**src/rtl/rtg_pkg.sv**
```systemverilog
package rtg_pkg;
  localparam int TW     = 12;          // counter and register width
  localparam int DW     = 2;           // divider code width
  localparam int SUBW   = 2 ** DW;     // pixel phase width (max divisor 16)
  localparam int GW     = TW + SUBW;   // pixel geometry width
  localparam int NREG   = 16;
  localparam int IDX_W  = $clog2(NREG);

  localparam int IX_V_END   = 1;
  localparam int IX_V_START = 2;
  localparam int IX_V_TOTAL = 5;
  localparam int IX_V_SW    = 6;
  localparam int IX_H_END   = 9;
  localparam int IX_H_START = 10;
  localparam int IX_H_TOTAL = 12;
  localparam int IX_H_SW    = 13;

  typedef struct packed {
    logic [TW-1:0] v_end;
    logic [TW-1:0] v_start;
    logic [TW-1:0] v_total;
    logic [TW-1:0] v_sw;
    logic [TW-1:0] h_end;
    logic [TW-1:0] h_start;
    logic [TW-1:0] h_total;
    logic [TW-1:0] h_sw;
    logic [DW-1:0] div_code;
  } tmg_cfg_t;

  function automatic logic [31:0] bswap32(input logic [31:0] d);
    return {d[7:0], d[15:8], d[23:16], d[31:24]};
  endfunction
endpackage

```
**src/rtl/rtg_regbank.sv**
```systemverilog
module rtg_regbank
  import rtg_pkg::*;
#(
  parameter int ADDR_W = 12
) (
  input  logic              clk,
  input  logic              rst,
  input  logic              we,
  input  logic [ADDR_W-1:0] addr,
  input  logic [31:0]       wdata,
  input  logic [DW-1:0]     div_sel,
  input  logic              frame_wrap,
  output tmg_cfg_t          live
);
  localparam int SLOT_W = ADDR_W - 4;

  logic [SLOT_W-1:0] slot;
  logic [31:0]       swapped;
  logic              hit;
  logic [IDX_W-1:0]  idx;
  logic [TW-1:0]     shadow [NREG];
  logic              unused_bits;

  assign slot        = addr[ADDR_W-1:4];
  assign swapped     = bswap32(wdata);
  assign hit         = we && (slot >= SLOT_W'(1)) && (slot <= SLOT_W'(NREG));
  assign idx         = IDX_W'(slot - SLOT_W'(1));
  assign unused_bits = ^{addr[3:0], swapped[31:TW]};

  always_ff @(posedge clk) begin
    if (rst) begin
      for (int i = 0; i < NREG; i++) shadow[i] <= '0;
    end else if (hit) begin
      shadow[idx] <= swapped[TW-1:0];
    end
  end

  always_ff @(posedge clk) begin
    if (rst) begin
      live <= '0;
    end else if (frame_wrap) begin
      live.v_end    <= shadow[IX_V_END];
      live.v_start  <= shadow[IX_V_START];
      live.v_total  <= shadow[IX_V_TOTAL];
      live.v_sw     <= shadow[IX_V_SW];
      live.h_end    <= shadow[IX_H_END];
      live.h_start  <= shadow[IX_H_START];
      live.h_total  <= shadow[IX_H_TOTAL];
      live.h_sw     <= shadow[IX_H_SW];
      live.div_code <= div_sel;
    end
  end
endmodule

```
**src/rtl/rtg_counters.sv**
```systemverilog
module rtg_counters
  import rtg_pkg::*;
(
  input  logic            clk,
  input  logic            rst,
  input  tmg_cfg_t        cfg,
  output logic [SUBW-1:0] sub,
  output logic [TW-1:0]   hcnt,
  output logic [TW-1:0]   vcnt,
  output logic            frame_wrap
);
  logic [SUBW:0] div;
  logic          sub_last;
  logic          h_last;
  logic          v_last;

  assign div        = (SUBW+1)'(2) << cfg.div_code;
  assign sub_last   = ({1'b0, sub} == div - (SUBW+1)'(1));
  assign h_last     = ({1'b0, hcnt} + (TW+1)'(1)) >= {1'b0, cfg.h_total};
  assign v_last     = ({1'b0, vcnt} + (TW+1)'(2)) >= {1'b0, cfg.v_total};
  assign frame_wrap = sub_last && h_last && v_last;

  always_ff @(posedge clk) begin
    if (rst) begin
      sub  <= '0;
      hcnt <= '0;
      vcnt <= '0;
    end else if (!sub_last) begin
      sub <= sub + SUBW'(1);
    end else begin
      sub <= '0;
      if (!h_last) begin
        hcnt <= hcnt + TW'(1);
      end else begin
        hcnt <= '0;
        vcnt <= v_last ? '0 : vcnt + TW'(2);
      end
    end
  end
endmodule

```
**src/rtl/rtg_outputs.sv**
```systemverilog
module rtg_outputs
  import rtg_pkg::*;
(
  input  logic            clk,
  input  logic            rst,
  input  tmg_cfg_t        cfg,
  input  logic [SUBW-1:0] sub,
  input  logic [TW-1:0]   hcnt,
  input  logic [TW-1:0]   vcnt,
  output logic            hsync,
  output logic            vsync,
  output logic            active,
  output logic [GW-1:0]   px_x,
  output logic [TW-1:0]   px_y,
  output logic [GW-1:0]   act_w,
  output logic [TW-1:0]   act_h,
  output logic [GW-1:0]   tot_w,
  output logic [TW-1:0]   tot_h
);
  int            sh;
  logic          in_h, in_v, act_n;
  logic [TW-1:0] h_off, v_off;
  logic [TW-1:0] h_len, h_blank, v_len, v_blank;
  logic [GW-1:0] w_act_n, w_blank_n;

  always_comb begin
    sh        = int'(cfg.div_code) + 1;
    in_h      = (hcnt >= cfg.h_start) && (hcnt < cfg.h_end);
    in_v      = (vcnt >= cfg.v_start) && (vcnt < cfg.v_end);
    act_n     = in_h && in_v;
    h_off     = hcnt - cfg.h_start;
    v_off     = vcnt - cfg.v_start;
    h_len     = cfg.h_end - cfg.h_start;
    h_blank   = cfg.h_start + cfg.h_total - cfg.h_end;
    v_len     = cfg.v_end - cfg.v_start;
    v_blank   = cfg.v_start + cfg.v_total - cfg.v_end;
    w_act_n   = GW'(h_len) << sh;
    w_blank_n = GW'(h_blank) << sh;
  end

  always_ff @(posedge clk) begin
    if (rst) begin
      hsync  <= 1'b0;
      vsync  <= 1'b0;
      active <= 1'b0;
      px_x   <= '0;
      px_y   <= '0;
      act_w  <= '0;
      act_h  <= '0;
      tot_w  <= '0;
      tot_h  <= '0;
    end else begin
      hsync  <= hcnt < cfg.h_sw;
      vsync  <= vcnt < cfg.v_sw;
      active <= act_n;
      px_x   <= act_n ? (GW'(h_off) << sh) + GW'(sub) : '0;
      px_y   <= act_n ? (v_off >> 1) : '0;
      act_w  <= w_act_n;
      act_h  <= v_len >> 1;
      tot_w  <= w_act_n + w_blank_n;
      tot_h  <= (v_len >> 1) + (v_blank >> 1);
    end
  end
endmodule

```
**src/rtl/raster_timer.sv**
```systemverilog
module raster_timer
  import rtg_pkg::*;
#(
  parameter int ADDR_W = 12
) (
  input  logic              clk,
  input  logic              rst,
  input  logic              reg_we,
  input  logic [ADDR_W-1:0] reg_addr,
  input  logic [31:0]       reg_wdata,
  input  logic [DW-1:0]     div_sel,
  output logic              hsync,
  output logic              vsync,
  output logic              active,
  output logic [GW-1:0]     px_x,
  output logic [TW-1:0]     px_y,
  output logic [GW-1:0]     act_w,
  output logic [TW-1:0]     act_h,
  output logic [GW-1:0]     tot_w,
  output logic [TW-1:0]     tot_h
);
  tmg_cfg_t        cfg;
  logic [SUBW-1:0] sub;
  logic [TW-1:0]   hcnt;
  logic [TW-1:0]   vcnt;
  logic            frame_wrap;

  rtg_regbank #(.ADDR_W(ADDR_W)) u_bank (
    .clk(clk), .rst(rst), .we(reg_we), .addr(reg_addr), .wdata(reg_wdata),
    .div_sel(div_sel), .frame_wrap(frame_wrap), .live(cfg)
  );

  rtg_counters u_cnt (
    .clk(clk), .rst(rst), .cfg(cfg), .sub(sub), .hcnt(hcnt), .vcnt(vcnt),
    .frame_wrap(frame_wrap)
  );

  rtg_outputs u_out (
    .clk(clk), .rst(rst), .cfg(cfg), .sub(sub), .hcnt(hcnt), .vcnt(vcnt),
    .hsync(hsync), .vsync(vsync), .active(active), .px_x(px_x), .px_y(px_y),
    .act_w(act_w), .act_h(act_h), .tot_w(tot_w), .tot_h(tot_h)
  );
endmodule

```
**config.mk**
```make
export PLATFORM = sky130hd
export DESIGN_NAME = raster_timer
export DESIGN_NICKNAME = d
export VERILOG_FILES = /design/src/rtl/rtg_pkg.sv /design/src/rtl/rtg_regbank.sv /design/src/rtl/rtg_counters.sv /design/src/rtl/rtg_outputs.sv /design/src/rtl/raster_timer.sv
export SDC_FILE = /design/constraint.sdc
export NUM_CORES = 1
export LEC_CHECK = 0
export ABC_AREA = 1
export BUFFER_PORTS_ARGS = -buffer_cell sky130_fd_sc_hd__buf_4
export CAP_MARGIN = 20
export CORE_ASPECT_RATIO = 0.5
export CORE_MARGIN = 10
export CORE_UTILIZATION = 39
export DETAILED_ROUTE_END_ITERATION = 10
export SLEW_MARGIN = 20
export SYNTH_ARGS = -nofsm -noshare
export SYNTH_HDL_FRONTEND = slang
export SYNTH_SLANG_ARGS = --single-unit
```
**constraint.sdc**
```tcl
create_clock -name clk -period 11 [get_ports clk]
set_clock_uncertainty 0.15 [all_clocks]
set_input_delay 1.1 -clock clk [delete_from_list [all_inputs] [get_ports clk]]
set_output_delay 1.1 -clock clk [all_outputs]
set_load 0.005 [all_outputs]
```
# ---- Yosys cells after proc, flatten, opt, wreduce, memory -nomap -nowiden
# Memory sizes are Yosys's and may differ from the RTL's. A register that Yosys moved wholly into a read port is not among the register bits.
# Cells that the tools add are included.
dict set report word_totals {
  ram_bits 192
  inputBits 49
  word_cells 72
  reg_bits 117
  out_inout_bits 87
  mem_count 1
}
dict set report op_classes {
  bitwise 1
  n_reduce_logical 11
  n_addsub 19
  muxes 10
  eq_ne 1
  shift 4
  n_lt_le_gt_ge 10
}
# name words width rd rd_ports_with_merged_regs write_ports line
set memory_table {}
lappend memory_table {u_bank.shadow 16 12 8 8 16 rtg_regbank.sv:21} ;# logic [TW-1:0] shadow [NREG];
# cell count
set op_table {}
lappend op_table {{left shift 12 x 32 -> 16 bit} 3}
lappend op_table {{subtractor 12 bit} 6}
lappend op_table {{less-than comparator 12 bit} 4}
lappend op_table {{2-to-1 mux 12 bit} 3}
lappend op_table {{greater-or-equal comparator 13 x 12 -> 1 bit} 2}
lappend op_table {{adder 12 bit} 2}
lappend op_table {{greater-or-equal comparator 12 bit} 2}
lappend op_table {{adder 16 bit} 1}
lappend op_table {{adder 16 x 4 -> 16 bit} 1}
lappend op_table {{adder 12 x 1 -> 13 bit, second input constant} 1}
lappend op_table {{adder 12 x 2 -> 13 bit, second input constant} 1}
lappend op_table {{adder 11 x 11 -> 12 bit} 1}
lappend op_table {{adder 12 x 1 -> 12 bit, second input constant} 1}
lappend op_table {{adder 12 x 2 -> 12 bit, second input constant} 1}
lappend op_table {{OR reduction 12 bit} 1}
lappend op_table {{greater-or-equal comparator 8 x 1 -> 1 bit, second input constant} 1}
lappend op_table {{less-or-equal comparator 8 x 5 -> 1 bit, second input constant} 1}
lappend op_table {{logical AND 1 bit} 7}
lappend op_table {{2-to-1 mux 1 bit} 6}
lappend op_table {{== test 4 x 5 -> 1 bit} 1}
lappend op_table {{left shift 2 x 2 -> 5 bit, first input constant} 1}
lappend op_table {{subtractor 5 x 1 -> 5 bit, second input constant} 1}
lappend op_table {{adder 4 x 1 -> 4 bit, second input constant} 1}
lappend op_table {{2-to-1 mux 4 bit} 1}
lappend op_table {{other kinds (5)} 6}

# ---- Longest topological paths before layout
dict set report logic_depth {
  ltp_word 8
  mapped_depth 28
  depth_no_buf 28
}

# ---- Modules after synthesis
# A second synthesis with hierarchy kept.
dict set report hier_totals {
  hier_cells 2609
  area_unflattened_um2 19528.7
}
# mod seq_area_each_um2 area_each_um2 instances cells_each
set modules_own_cells {}
lappend modules_own_cells {rtg_outputs 1701.6 10244.8 1 1555}
lappend modules_own_cells {rtg_regbank 4844.6 6977.9 1 692}
lappend modules_own_cells {rtg_counters 540.5 2306.0 1 362}

# ---- Worst setup path before layout
# OpenSTA, ideal clock, no wires.
dict set report synth_path {
  path_type {flip-flop to flip-flop}
  start {register u_bank.live[0] (netlist name)}
  end {register u_out.tot_w[15]}
  required_ns 10.735
  path_slack_ns 6.359
  period_less_slack_ns 4.641
  t_arrival_ns 4.376
  setup_time_ns 0.115
  stages_incl_launch_ff 23
  path_cell_list {dfxtp_1 -> inv_1 -> buf_1 -> clkbuf_1 -> buf_1 -> ha_1 -> clkbuf_1 -> clkbuf_1 -> clkbuf_1 -> clkbuf_1 -> a21oi_1 -> a31oi_1 -> o21ai_0 -> ha_1 -> nand2_1 -> a21oi_1 -> nor3b_1 -> o311ai_0 -> nand3_1 -> nand2_1 -> nand3_1 -> nand2_1 -> nor2_1}
}
dict set report synth_via {
  elab_chain_len 3
  word_cells_on_any_way 4
  classes_between {2 x add/sub; 2 x shift}
}
# element line
set synth_rtl {}
lappend synth_rtl {{start, declared} rtg_regbank.sv:13} ;# output tmg_cfg_t live
lappend synth_rtl {{adder 2 x 1 -> 3 bit (*)} rtg_outputs.sv:27} ;# sh = int'(cfg.div_code) + 1;
lappend synth_rtl {{left shift 12 x 32 -> 16 bit (on tied branches)} {rtg_outputs.sv:37, rtg_outputs.sv:38}}
lappend synth_rtl {{adder 16 bit (*)} rtg_outputs.sv:60} ;# tot_w <= w_act_n + w_blank_n;
lappend synth_rtl {{end signal, assigned} rtg_outputs.sv:60}
lappend synth_rtl {{end, declared} rtg_outputs.sv:17} ;# output logic [GW-1:0] tot_w,
# Mark *: on every way between the ends. The rest lies on a longest branch, timed or not.
# A chain may end at the register's enable or synchronous reset.

# ---- Final worst setup path
dict set report layout_path {
  start {register u_bank.live[0] (netlist name)}
  end {register u_out.tot_w[15]}
}
dict set report layout_via {
  elab_chain_len 3
  word_cells_on_any_way 4
  classes_between {2 x add/sub; 2 x shift}
}
# element line
set layout_rtl {}
lappend layout_rtl {{adder 2 x 1 -> 3 bit} rtg_outputs.sv:27}
lappend layout_rtl {{left shift 12 x 32 -> 16 bit} rtg_outputs.sv:37} ;# w_act_n = GW'(h_len) << sh;
lappend layout_rtl {{via u_out.w_act_n[6]} rtg_outputs.sv:24} ;# logic [GW-1:0] w_act_n, w_blank_n;
lappend layout_rtl {{adder 16 bit} rtg_outputs.sv:60}
# The timed path passes the listed nets, and every way through them passes these cells.

==> results.tsv <==
stage	metric	value	unit
synth	synth_warnings	0	
synth	synth_cell_types	52	
route	routed_wl	49.8	mm
timing	relSlewSlack	38.8	%
synth	ys_ff_latch	306	
global_route	grtUsageMet3	2.17	%
clock_tree	cts-hold-fix-buffers	0	
synth	synthArstFlopShare	0	%
clock_tree	cts_resized	0	
synth	syn_area_per_cell	7.35	sq um
global_route	grt_pass1_wl	80.4	mm
clock_tree	cts_root_buf	clkbuf_16	
route	antenna_left	0	
global_route	grt_usage	16.5	%
status	status	finished clean	
floorplan	die_w	334	um
cells_and_area	nFillCells	4990	
global_route	overflow	0	
floorplan	placementRows	57	
timing	fmax	185	MHz
global_route	grt_max_degree	144	
synth	synth-edff-count	96	
route	drt_iter0_markers	1116	
route	drt_pre_antenna_iters	5	
cells_and_area	areaGrowthSynthToFinish	12.1	%
timing	period_needed	5390	ps
cells_and_area	layout_commonest_cell	nand2_1	
setup_path	crit_arrival	5700	ps
clock_tree	numCtsBuffers	30	
setup_path	critPathMaxFanout	43	
timing	period_share	49.0	%
timing	hold_viol	0	
synth	syn_inst	2615	
setup_path	end_kind	flip-flop	
route	post_drt_wl_per_cell	14.8	um
global_route	grt_use_met2	28.0	%
floorplan	core	0.0486	sq mm
place	io_buffers	109	
clock_tree	clockBufferDepth	3	
clock_tree	clkTransAtPathRegs	70	ps
setup_path	r2r_start	u_bank.live[0]	
global_route	antenna_found_initial	0	
min_path	min_path_type	flip-flop to flip-flop	
global_route	busiest_layer	met2	
cells_and_area	antenna_cells	0	
clock_tree	htree_levels	1	
floorplan	start_util	39.5	%
global_route	grt_pass1_vias	15440	
route	vias	16440	
place	dpl.hpwl	37.5	mm
setup_path	startpoint_type	flip-flop	
clock_tree	clkLatencyLatePin	610	ps
route	drc	0	
setup_path	crit_type	flip-flop to flip-flop	
cells_and_area	layout_common_cells	nand2_1, nor2_1, inv_1	
cells_and_area	fin_nets	2940	
setup_path	startpoint	u_bank.live[0]	
floorplan	dieArea	0.0591	sq mm
synth	ys_dominant_reg_cell	dfxtp_1	
floorplan	io-pin-count	136	
synth	syn_area	0.0192	sq mm
cells_and_area	drive_gt1_share	7.11	%
run	drv_cap	0	
timing	tightest_slew	912	ps
setup_path	critPathRequiredTime	11310	ps
route	via_per_inst	4.89	
floorplan	die_h	177	um
global_route	met1_usage	22.2	%
clock_tree	tritoncts	built	
clock_tree	postCtsSetupBuffers	0	
timing	drv_slew	0	
synth	ys_seq_area_share	36.9	%
place	place_congestion	0.880	
clock_tree	cts_sinks	306	
timing	setup_viol	0	
timing	rsz0062_at_grt	no	
timing	finalSetupTns	0	ps
min_path	worstHoldStart	u_bank.shadow[5][3]	
==> worst max-delay path: stages (launching register included) <==
cell      delay, ps
dfxtp_1         310
buf_4           360
inv_1            70
buf_4           260
ha_1            330
buf_4           330
clkinv_1        820
nand2_1         260
o21ai_0         160
nand2_1         100
o21a_1          140
inv_1            50
ha_1            350
nand2_1          80
a21oi_1         150
nor3b_1          90
o311ai_0        730
nand3_1         140
nand2_1         130
nand3_1          90
nand2_1          70
nor2_1           40
==> through the flow <==
stage / worst slack (ps) / utilization (%) / hold WS, ps / instance area (sq um) / cells
floorplan: 6360 / - / 295 / 19200 / 2616
global placement: 5740 / 42.1 / 299 / 20500 / 3306
detailed placement: 5720 / 42.1 / 308 / 20500 / 3306
CTS: 5650 / 44.3 / 319 / 21500 / 3362
global route: 5040 / 44.3 / 344 / 21500 / 3362
finish: 5610 / 44.3 / 317 / 21500 / 3362
==> flip-flops by register name, summed over array words and instances (netlist names) <==
signal / cells
u_cnt.sub: 4
u_out.act_w: 16
u_out.vsync: 1
u_bank.shadow: 96
u_out.act_h: 11
u_out.px_x: 16
u_out.hsync: 1
u_bank.live: 98
u_out.tot_w: 16
u_out.px_y: 11
u_out.active: 1
u_out.tot_h: 12
u_cnt.hcnt: 12
u_cnt.vcnt: 11
==> Yosys cell counts, types with 3 or more instances <==
cell type | count | area share, %
edfxtp_1 | 96 | 15
a21oi_1 | 139 | 3.6
or2_2 | 8 | 0.26
xor2_1 | 52 | 2.4
nand2_1 | 578 | 11
dfxtp_1 | 210 | 22
and2_1 | 3 | 0.098
nor2_2 | 3 | 0.098
nand4_1 | 28 | 0.91
fa_1 | 29 | 3.0
nand3_1 | 155 | 4.0
a31oi_1 | 10 | 0.33
a221oi_1 | 3 | 0.14
a21o_1 | 11 | 0.43
o21bai_1 | 11 | 0.43
o2111ai_1 | 6 | 0.27
a211oi_1 | 5 | 0.20
buf_1 | 15 | 0.29
nor2_1 | 455 | 8.9
inv_1 | 361 | 7.1
nor3_1 | 28 | 0.73
nor3b_1 | 4 | 0.16
ha_1 | 173 | 11
buf_2 | 8 | 0.21
o211ai_1 | 4 | 0.16
a21boi_0 | 3 | 0.12
o21a_1 | 4 | 0.16
o21ai_0 | 114 | 3.0
o22ai_1 | 8 | 0.26
xnor2_1 | 14 | 0.64
clkbuf_1 | 36 | 0.70
nand3_2 | 3 | 0.16
buf_6 | 14 | 0.82
==> path summary, 6_finish.rpt <==
kind                                        end  slack (ps)  cells past startpoint
worst max register to register  u_out.tot_w[15]        5610                     21
worst max-delay path            u_out.tot_w[15]        5610                     21
worst min register to register  u_bank.live[65]         320                      2
worst min-delay path            u_bank.live[65]         320                      2
==> routing by layer <==
metal  share of wire [%]  vias up  wire length [um]
met4                 1.9        0               936
met2                  46      321             22800
met1                  48     7524             23800
met3                 4.6       60              2300
met5                   0        -                 0
li1                    -     8535                 -
==> kinds of logic after synthesis <==
kind of cell / synth area share [%]
compound gates: 9.42
xor+xnor: 3.01
fa+ha+maj: 14.3
buf+inv: 9.32
flops: 36.9
mux: 0.0521
other cells: 0.0195
simple gates: 27.0
==> layout make-up <==
cell class              instances  area, sq um  share of cell area, %
clock buffers                  41          873                   4.06
clock inverters                15          173                  0.802
inverters                     364         1370                   6.36
multi-input cells            1870        10300                   48.0
flip-flops and latches        306         7090                   32.9
well taps                     649          812                   3.77
repair buffers                117          878                   4.08
Power is left out: the tool's default activity adds up to more than one toggle a clock period on the data nets, which glitch-free logic cannot reach.
